<file path="src/rtl/seqdl_pkg.sv">
package seqdl_pkg;

  // Control-word bit positions (decoded by the scan side as well)
  localparam int CW_RUN_BIT = 4;
  localparam int CW_RAW_BIT = 5;
  localparam int CW_HEX_BIT = 6;
  localparam int CW_ARM_BIT = 7;
  localparam int DP_BIT     = 7;

  typedef struct packed {
    logic run;
    logic decode_en;
    logic hex_sel;
  } disp_mode_t;

  // Keep decimal point and 4-bit code when decoding; raw byte otherwise
  function automatic logic [7:0] shape_byte(input logic [7:0] b, input logic dec);
    shape_byte = dec ? {b[DP_BIT], 3'b000, b[3:0]} : b;
  endfunction

endpackage

</file>
<file path="src/rtl/seqdl_sync.sv">
module seqdl_sync #(
  parameter int          W       = 1,
  parameter int          STAGES  = 2,
  parameter logic [W-1:0] RST_VAL = '0
) (
  input  logic         clk,
  input  logic         rst,
  input  logic [W-1:0] d,
  output logic [W-1:0] q
);

  logic [W-1:0] st [STAGES];

  always_ff @(posedge clk) begin
    if (rst) st[0] <= RST_VAL;
    else     st[0] <= d;
  end

  for (genvar i = 1; i < STAGES; i++) begin : g_stage
    always_ff @(posedge clk) begin
      if (rst) st[i] <= RST_VAL;
      else     st[i] <= st[i-1];
    end
  end

  assign q = st[STAGES-1];

endmodule

</file>
<file path="src/rtl/seqdl_edge.sv">
module seqdl_edge (
  input  logic clk,
  input  logic rst,
  input  logic level_in,
  output logic rise
);

  logic prev;

  // idle level of the strobe is high, so reset prev high
  always_ff @(posedge clk) begin
    if (rst) prev <= 1'b1;
    else     prev <= level_in;
  end

  assign rise = level_in & ~prev;

endmodule

</file>
<file path="src/rtl/seqdl_seq.sv">
module seqdl_seq
  import seqdl_pkg::*;
#(
  parameter int DEPTH  = 8,
  parameter int DATA_W = 8,
  parameter int AW     = $clog2(DEPTH)
) (
  input  logic              clk,
  input  logic              rst,
  input  logic              commit,
  input  logic              is_ctrl,
  input  logic [DATA_W-1:0] bus,
  output logic              mem_we,
  output logic [AW-1:0]     mem_addr,
  output logic [DATA_W-1:0] mem_wdata,
  output disp_mode_t        mode,
  output logic              armed
);

  localparam logic [AW-1:0] LAST = AW'(DEPTH - 1);

  logic [AW-1:0] wr_ptr;

  always_ff @(posedge clk) begin
    if (rst) begin
      mode      <= '0;
      armed     <= 1'b0;
      wr_ptr    <= '0;
      mem_we    <= 1'b0;
      mem_addr  <= '0;
      mem_wdata <= '0;
    end else begin
      mem_we <= 1'b0;
      if (commit) begin
        if (is_ctrl) begin
          mode.run       <= bus[CW_RUN_BIT];
          mode.decode_en <= ~bus[CW_RAW_BIT];
          mode.hex_sel   <= bus[CW_HEX_BIT];
          armed          <= bus[CW_ARM_BIT];
          if (bus[CW_ARM_BIT]) wr_ptr <= '0;
        end else if (armed) begin
          mem_we    <= 1'b1;
          mem_addr  <= wr_ptr;
          mem_wdata <= shape_byte(bus, mode.decode_en);
          if (wr_ptr == LAST) begin
            armed  <= 1'b0;
            wr_ptr <= '0;
          end else begin
            wr_ptr <= wr_ptr + 1'b1;
          end
        end
      end
    end
  end

endmodule

</file>
<file path="src/rtl/seqdl_loader.sv">
module seqdl_loader
  import seqdl_pkg::*;
#(
  parameter int DEPTH       = 8,
  parameter int DATA_W      = 8,
  parameter int SYNC_STAGES = 2,
  localparam int AW         = $clog2(DEPTH),
  localparam int SW         = DATA_W + 2
) (
  input  logic              clk,
  input  logic              rst,
  input  logic              wr_n,
  input  logic              ctl_sel,
  input  logic [DATA_W-1:0] bus_in,
  output logic              mem_we,
  output logic [AW-1:0]     mem_addr,
  output logic [DATA_W-1:0] mem_wdata,
  output logic              cfg_run,
  output logic              cfg_decode,
  output logic              cfg_hex,
  output logic              disp_blank
);

  logic [SW-1:0] raw_in, synced;
  logic          wr_s, sel_s, commit;
  logic [DATA_W-1:0] bus_s;
  disp_mode_t    mode;
  logic          armed;

  assign raw_in = {wr_n, ctl_sel, bus_in};

  seqdl_sync #(
    .W(SW), .STAGES(SYNC_STAGES), .RST_VAL({1'b1, {(SW-1){1'b0}}})
  ) u_sync (
    .clk(clk), .rst(rst), .d(raw_in), .q(synced)
  );

  assign wr_s  = synced[SW-1];
  assign sel_s = synced[SW-2];
  assign bus_s = synced[DATA_W-1:0];

  seqdl_edge u_edge (
    .clk(clk), .rst(rst), .level_in(wr_s), .rise(commit)
  );

  seqdl_seq #(
    .DEPTH(DEPTH), .DATA_W(DATA_W), .AW(AW)
  ) u_seq (
    .clk(clk), .rst(rst), .commit(commit), .is_ctrl(sel_s), .bus(bus_s),
    .mem_we(mem_we), .mem_addr(mem_addr), .mem_wdata(mem_wdata),
    .mode(mode), .armed(armed)
  );

  assign cfg_run    = mode.run;
  assign cfg_decode = mode.decode_en;
  assign cfg_hex    = mode.hex_sel;
  assign disp_blank = armed;

endmodule

</file>
<file path="config.mk">
export PLATFORM = sky130hd
export DESIGN_NAME = seqdl_loader
export DESIGN_NICKNAME = d
export VERILOG_FILES = /design/src/rtl/seqdl_pkg.sv /design/src/rtl/seqdl_sync.sv /design/src/rtl/seqdl_edge.sv /design/src/rtl/seqdl_seq.sv /design/src/rtl/seqdl_loader.sv
export SDC_FILE = /design/constraint.sdc
export NUM_CORES = 1
export LEC_CHECK = 0
export ABC_AREA = 1
export BUFFER_PORTS_ARGS = -buffer_cell sky130_fd_sc_hd__buf_2
export CAP_MARGIN = 10
export CORE_MARGIN = 4
export CORE_UTILIZATION = 40
export CTS_CLUSTER_SIZE = 8
export DETAILED_ROUTE_END_ITERATION = 10
export GPL_TIMING_DRIVEN = 0
export PLACE_DENSITY = 0.72
export SYNTH_ARGS = -nofsm -noshare
export SYNTH_HDL_FRONTEND = slang
export SYNTH_HIERARCHICAL = 1
export SYNTH_SLANG_ARGS = --single-unit
</file>
<file path="constraint.sdc">
create_clock -name clk -period 1.2 [get_ports clk]
set_input_delay 0.12 -clock clk [delete_from_list [all_inputs] [get_ports clk]]
set_output_delay 0.12 -clock clk [all_outputs]
set_load 0.05 [all_outputs]
</file>
Yosys cells after proc, flatten, opt, wreduce, memory -nomap -nowiden
Memory sizes are Yosys's and may differ from the RTL's.
Index checks and enable logic that the tools add are counted.
{"block": "word_totals", "word_cells": 39, "register_bits": 20, "memories": 1, "mem_bits_rw": 20, "input_bits": 12, "output_inout_bits": 16}
{"block": "classes", "n_eq_ne": 2, "n_mux": 14, "n_bitwise": 7, "n_addsub": 1, "reduce_logical": 5}
{"memory": "u_sync.st", "depth": 2, "word_bits": 10, "rd": 2, "rd_ports_with_merged_regs": 0, "write_ports": 2, "line": "seqdl_sync.sv:12", "source": "logic [W-1:0] st [STAGES];"}
{"op": "$mux 10", "n": 2}
{"op": "$mux 3", "n": 4}
{"op": "$mux 1", "n": 7}
{"op": "$mux 7", "n": 1}
{"op": "$reduce_and 3->1", "n": 2}
{"op": "$not 1->1", "n": 4}
{"op": "$add 3x1->3 const B", "n": 1}
{"op": "$eq 3x3->1 const B", "n": 1}
{"op": "$reduce_or 3->1", "n": 1}
{"op": "$ne 2x2->1 const B", "n": 1}
{"op": "$or 1x1->1", "n": 2}
{"op": "$reduce_and 2->1", "n": 1}
{"op": "$reduce_bool 2->1", "n": 1}
{"op": "$and 1x1->1", "n": 1}

Depth between registers and ports, before layout
Gate-level depths: netlist (run 1).
{"block": "logic_depth", "depth_word": 4, "mapped_depth": 7, "mapped_depth_nobuf": 7}

Modules after synthesis
Netlist (run 1), hierarchy kept.
{"mod": "seqdl_seq", "cells_per_inst": 99, "instances": 1, "area_per_inst_um2": 805.8, "seq_area_each_um2": 380.4}
{"mod": "seqdl_sync", "cells_per_inst": 63, "instances": 1, "area_per_inst_um2": 580.6, "seq_area_each_um2": 400.4}
{"mod": "seqdl_edge", "cells_per_inst": 5, "instances": 1, "area_per_inst_um2": 37.5, "seq_area_each_um2": 20.0}

Worst setup path after synthesis (run 1)
No wires, ideal clock.
{"block": "synth_timing", "kind": "register to register", "start": "register u_seq.armed", "end": "register u_seq.mem_addr[1]", "path_stages_with_launch": 5, "required_ns": 1.086, "setup_slack_ns": -0.112, "arrival_ns": 1.198, "n_path_buf": 1, "setup_ns": 0.114, "path_cell_list": "dfxtp_1 -> nand3_4 -> buf_6 -> o21ai_1 -> nor2_1"}
{"block": "synth_via", "elab_chain_cells": 1}
{"item": "start, declared", "line": "seqdl_seq.sv:17", "source": "output logic armed"}
{"item": "start signal, assigned", "line": "seqdl_seq.sv:39", "source": "armed <= bus[CW_ARM_BIT];"}
{"item": "$reduce_and 3->1 (no source line)"}
{"item": "end signal, assigned", "line": "seqdl_seq.sv:43", "source": "mem_addr <= wr_ptr;"}
{"item": "end, declared", "line": "seqdl_seq.sv:14", "source": "output logic [AW-1:0] mem_addr,"}
No other way between the ends.
A chain may end at the register's enable or synchronous reset.

==> flow_metrics.tcl, run 1 <==
set metrics [dict create \
    crit_chain "inv_2 > nor2_4 > nand3_4 > buf_4 > nand3b_1 > nand2_1 > nor2_1" \
    stdcell_count 264 \
    rr_worst_depth 7 \
    htreeDepth 2 \
    initial_core_util 0.420 \
    dp_slack_ns -0.0440 \
    critPathMaxStageDelay_ns 0.34 \
    area_delta_synth_final_pct 35.9 \
    outcome "complete, but fails checks" \
    period_share 1.00 \
    cp_data_arrival_time_ns 1.49 \
    clock-sinks 40 \
    required_ns 1.48 \
    hold_viol_final 0 \
    cts_tree "yes" \
    design.die.area_um2 4580 \
    synth_most_common_cell "nor2_1" \
    worst_slew_pin_slew_ns 0.363 \
    rows 21 \
    fillers 311 \
    core_area_um2 3390 \
    cp-start-kind "flip-flop" \
    avgSynthCellArea_um2 8.53 \
    p_seq_frac 0.560 \
    synth_edf_count 0 \
    hpwl_mm 1.75 \
    antenna_found_initial 0 \
    grt_max_degree 14 \
    overflow 0 \
    die_h_um 67.7 \
    nNetsFinal 231 \
    synth_nets 181 \
    sw_frac_of_total 0.211 \
    fp.dieW_um 67.7 \
    via_count 1092 \
    layout_setup_ws_ns -0.00314 \
    numCtsBuffers 5 \
    final_area_um2 1940 \
    synth_cell_type_count 19 \
    dpl_cell_area_um2 1620 \
    regToRegStartpoint "u_sync/st[1][9]" \
    fmax_mhz 831 \
    yosysTopAreaCell "dfxtp_1" \
    ys_ff_latch 40 \
    cts_root_buf "clkbuf_4" \
    dp.cells 240 \
    hold_class "in -> reg" \
    power.internal_mw 1.93 \
    cp-endpoint "u_seq/wr_ptr[1]" \
    gp_congestion 0.755 \
    clock_path_buffers 2 \
    post_drt_via_cell_ratio 4.14 \
    first_pass_iters 4 \
    antenna_cells 0 \
    p_per_area_nw_per_um2 1270 \
    synthCells 167 \
    maxCapViolCount 0 \
    ios 28 \
    worst-r2r-setup-slack_ns -0.003 \
    synth_top_cells_by_count "nor2_1 (45), dfxtp_1 (40), inv_1 (29)" \
    endpoint_kind "flip-flop" \
    routed_wl_mm 2.63 \
    drc 0 \
    hold_slack_ns 0.0163 \
    clock_skew_ns 0.0161 \
    irDropWorstVdd_mv 0.693 \
    clock_power_share 0.382 \
    synthTopCellsByArea "dfxtp_1 (56%), nor2_1 (12%), inv_1 (7.6%)" \
    crit_type "reg -> reg" \
    setup_viol 1 \
    cp_max_fo 8 \
    p_comb_frac 0.057 \
    dr.first_iter.drc_count 58 \
    crit_start "u_sync/st[1][9]" \
    ant_nets 0 \
    synth_ff_type "dfxtp_1" \
    mappedNetlistArea_um2 1420 \
    relSlewSlack 0.758 \
    reg2reg_to "u_seq/wr_ptr[1]" \
    violations "negative setup slack" \
    grt_pass1_wl_mm 4.25 \
    netlist.area_leader.share 0.562 \
    port-buffer-count 27 \
    wire_per_inst_um 9.98 \
    layout_min_cycle_time_ns 1.20 \
    yosysSeqAreaShare 0.562 \
    synthArstFlopShare 0 \
    clkLatencyLatePin_ns 0.35 \
    cp_slowest_cell "dfxtp_2" \
    finalMaxSlewViolations 0 \
    power_switching_mw 0.518 \
    rsz0062_at_grt "true" \
    clk_pin_slew_ns 0.11 \
    drive_gt1_frac 0.326 \
    p_leak_nw 0.949 \
    yosysWarnings 6 \
    grt_pass1_vias 965 \
    grt_usage 0.127 \
]
## layout by cell type (no fill, tap or decap), types with 3 or more instances in the layout
| cell type | Yosys | layout |
|---|---|---|
| nor2_1 | 45 | 45 |
| dfxtp_1 | 40 | 37 |
| buf_2 | 0 | 27 |
| inv_1 | 29 | 26 |
| nand2_1 | 16 | 14 |
| dlygate4sd3_1 | 0 | 10 |
| o21ai_2 | 4 | 7 |
| clkbuf_4 | 0 | 5 |
| buf_6 | 4 | 5 |
| nand3_1 | 7 | 5 |
| inv_2 | 1 | 4 |
| o21ai_0 | 4 | 4 |
| nor2_4 | 2 | 3 |
| nand3b_1 | 3 | 3 |
| dfxtp_2 | 0 | 3 |
| buf_4 | 0 | 3 |
## power groups by stage
| stage | combinational (mW) | sequential [mW] | clock (mW) |
|---|---|---|---|
| after global routing | 0.159 | 1.38 | 1.02 |
| after detailed placement | 0.108 | 1.40 | 0 |
| after global placement | 0.105 | 1.40 | 0 |
| after CTS | 0.133 | 1.37 | 0.962 |
| final | 0.141 | 1.37 | 0.936 |
| after floorplan | 0.0707 | 1.40 | 0 |
## cell families (layout without fill, tap and decap cells)
family	count (synthesis)	count (layout)	synth area share
and+or+nand+nor	77	77	0.243
DFF	40	40	0.562
buffers and inverters	35	86	0.121
AOI/OAI and AO/OA	13	13	0.0562
adders and majority gates	2	2	0.0176
## final cells by class
| class | count | area, um^2 | area share |
|---|---|---|---|
| buffer | 5 | 63.8 | 0.0330 |
| clock buffer | 6 | 51.3 | 0.0265 |
| clock inverter | 2 | 38.8 | 0.0200 |
| inverter | 30 | 113 | 0.0582 |
| multi-input combinational | 92 | 502 | 0.259 |
| sequential | 40 | 805 | 0.416 |
| tap | 46 | 57.6 | 0.0297 |
| timing repair buffer | 43 | 305 | 0.158 |
## worst min path at each step
stage / from / endpoint / slack (ns) / depth (start not counted)
floorplan: rst / u_seq/armed / 0.18 / 1
global placement: wr_n / u_sync/st[0][9] / 0.30 / 3
detailed placement: wr_n / u_sync/st[0][9] / 0.30 / 3
CTS: rst / u_seq/armed / 0.007 / 2
global route: rst / u_seq/armed / 0.01 / 2
finish: rst / u_seq/armed / 0.02 / 2
## metal layers
metal,track usage,vias up,wire length [um]
met5,0,-,0
li1,-,596,-
met2,0.203,24,1250
met1,0.146,467,1170
met3,0.0549,5,159
met4,0.0608,0,55
## worst max-delay path, delay by kind of cell (launching register included)
kind	cells	cell delay, ns
buffers and inverters	2	0.23
DFF	1	0.34
and+or+nand+nor	5	0.57
## repair_timing
| item | in CTS | in global routing |
|---|---|---|
| gates resized for setup | 2 | 18 |
| pin swaps | 0 | 4 |
| buffers inserted | 0 | 5 |
| endpoints found under the hold margin | 10 | 0 |
| gates cloned | 0 | 1 |
| hold buffers | 10 | 0 |
| setup endpoints to repair | 6 | 9 |
## per-stage QoR
step                      power [mW]  utilization  setup TNS (ns)
after floorplan                 1.47            -               0
after global placement          1.51        0.477               0
after detailed placement        1.51        0.477          -0.120
after CTS                       2.47        0.535               0
after global routing            2.55        0.571          -0.350
final                           2.45        0.571        -0.00314
## sequential cells by signal, indices dropped and copies added, names as in the netlist
name             flops
u_seq/mem_we         1
u_edge/prev          1
u_seq/mode           3
u_seq/wr_ptr         3
u_sync/st           20
u_seq/mem_wdata      8
u_seq/armed          1
u_seq/mem_addr       3
Power figures use the tool's default switching activity.
==> run 2, diff against run 1 <==
==> constraint.sdc (replaced) <==
create_clock -name clk -period 1.2 [get_ports clk]
set_input_delay 0.12 -clock clk [delete_from_list [all_inputs] [get_ports clk]]
set_output_delay 0.12 -clock clk [all_outputs]
set_load 0.1 [all_outputs]
==> flow_metrics.tcl, run 2 (synthesis gave the netlist of run 1 again) <==
set metrics [dict create \
    hpwl_mm 1.71 \
    largest_reg_flops 20 \
    clock_path_buffers 2 \
    first_pass_iters 4 \
    cp_slowest_cell "dfxtp_2" \
    setup_viol 0 \
    finalSetupTns_ns 0 \
    finalMaxSlewViolations 0 \
    endpoint_kind "flip-flop" \
    final_common_cell "nor2_1" \
    fp.dieW_um 67.7 \
    antenna_cells 0 \
    hold_viol_final 0 \
    layout_common_cells "nor2_1 (45), inv_1 (29), dfxtp_1 (24)" \
    cts_tree "yes" \
    hold_class "reg -> reg" \
    grt_usage 0.120 \
    area_delta_synth_final_pct 31.9 \
    rr_worst_depth 6 \
    crit_chain "ha_2 > ha_2 > inv_1 > nor2_1 > nor2_1 > nor2_1" \
    wire_per_inst_um 9.41 \
    htreeDepth 2 \
    dr.first_iter.drc_count 37 \
    grt_pass1_vias 922 \
    p_leak_nw 0.902 \
    routed_wl_mm 2.45 \
    post_drt_via_cell_ratio 4.21 \
    critPathMaxStageDelay_ns 0.35 \
    path_common_cell "nor2_1" \
    layout_min_cycle_time_ns 1.15 \
    clock-sinks 40 \
    fin_util 0.554 \
    period_share 0.956 \
    grt_pass1_wl_mm 3.96 \
    p_per_area_nw_per_um2 1160 \
    clkLatencyLatePin_ns 0.34 \
    cp_max_fo 4 \
    rows 21 \
    rsz0062_at_grt "true" \
    clk_pin_slew_ns 0.11 \
    ant_nets 0 \
    fillers 307 \
    worstSetupPathDepth 6 \
    cts_root_buf "clkbuf_4" \
    port-buffer-count 27 \
    cp_data_arrival_time_ns 1.44 \
    overflow 0 \
    clock_skew_ns 0.00721 \
    hold_depth 2 \
    reg.largest.list "u_sync/st x20, u_seq/mem_wdata x8" \
    drc 0 \
    dp.cells 240 \
    cp-start-kind "flip-flop" \
    core_area_um2 3390 \
    crit_family "adder cells" \
    design.die.area_um2 4580 \
    regMostFlops "u_sync/st" \
    nNetsFinal 227 \
    antenna_found_initial 0 \
    crit_type "reg -> reg" \
    path_buf_inv 1 \
    via_count 1094 \
    outcome "finished, final reports clean" \
    hold_slack_ns 0.406 \
    stdcell_count 260 \
    required_ns 1.49 \
    irDropWorstVdd_mv 0.696 \
    die_h_um 67.7 \
    fmax_mhz 872 \
    gp_congestion 0.730 \
    relSlewSlack 0.809 \
    maxCapViolCount 0 \
    initial_core_util 0.420 \
    ios 28 \
    worst_slew_pin_slew_ns 0.286 \
    numCtsBuffers 5 \
    grt_max_degree 12 \
    drive_gt1_frac 0.322 \
]
[run 2: timing repair]
action                                  4_1_cts  5_1_grt
hold buffers                                 11        0
buffers inserted                              0        1
gates resized for setup                      18        6
endpoints found under the setup margin       19        5
endpoints found under the hold margin        11        0
pin swaps                                     0        0
[run 2: routing by layer]
metal,routed length [um],up-vias,GRT usage
met5,0,-,0
met4,66,0,0.0835
met3,117,8,0.0349
met2,1210,28,0.197
met1,1050,466,0.132
li1,-,592,-
[run 2: cell type report]
class | count | area, um^2 | share of cell area
Tap cell | 46 | 57.6 | 0.0306
Inverter | 30 | 113 | 0.0600
Multi-Input combinational cell | 92 | 473 | 0.252
Sequential cell | 40 | 823 | 0.438
Clock buffer | 8 | 58.8 | 0.0313
Timing Repair Buffer | 39 | 293 | 0.156
Buffer | 5 | 60.1 | 0.0320
[run 2: tightest hold or removal path: cells and delay by family, from the launching register on]
kind | cells | cell delay, ns
DFF | 1 | 0.31
buffers and inverters | 1 | 0.04
and+or+nand+nor | 1 | 0.03
[run 2: final timing paths]
kind | startpoint | to | slack [ns]
worst max-delay path | u_seq/wr_ptr[0] | u_seq/wr_ptr[2] | 0.05
worst min-delay path | u_sync/st[0][2] | u_sync/st[1][2] | 0.41
worst max register to register | u_seq/wr_ptr[0] | u_seq/wr_ptr[2] | 0.05
worst min register to register | u_sync/st[0][2] | u_sync/st[1][2] | 0.41
[run 2: where the power goes]
| part | leakage [nW] | switching [mW] | internal [mW] |
|---|---|---|---|
| clock | 0.0326 | 0.393 | 0.289 |
| sequential | 0.335 | 0.0108 | 1.36 |
| combinational | 0.534 | 0.0667 | 0.0708 |
[run 2: metrics by stage]
stage          area (um^2)  setup WS, ns  power [mW]
2_1_floorplan         1440      -0.00684        1.47
3_3_place_gp          1640     -0.000741        1.51
3_5_place_dp          1640      -0.00622        1.51
4_1_cts               1850        0.0164        2.22
5_1_grt               1880       -0.0179        2.28
6_report              1880        0.0529        2.19
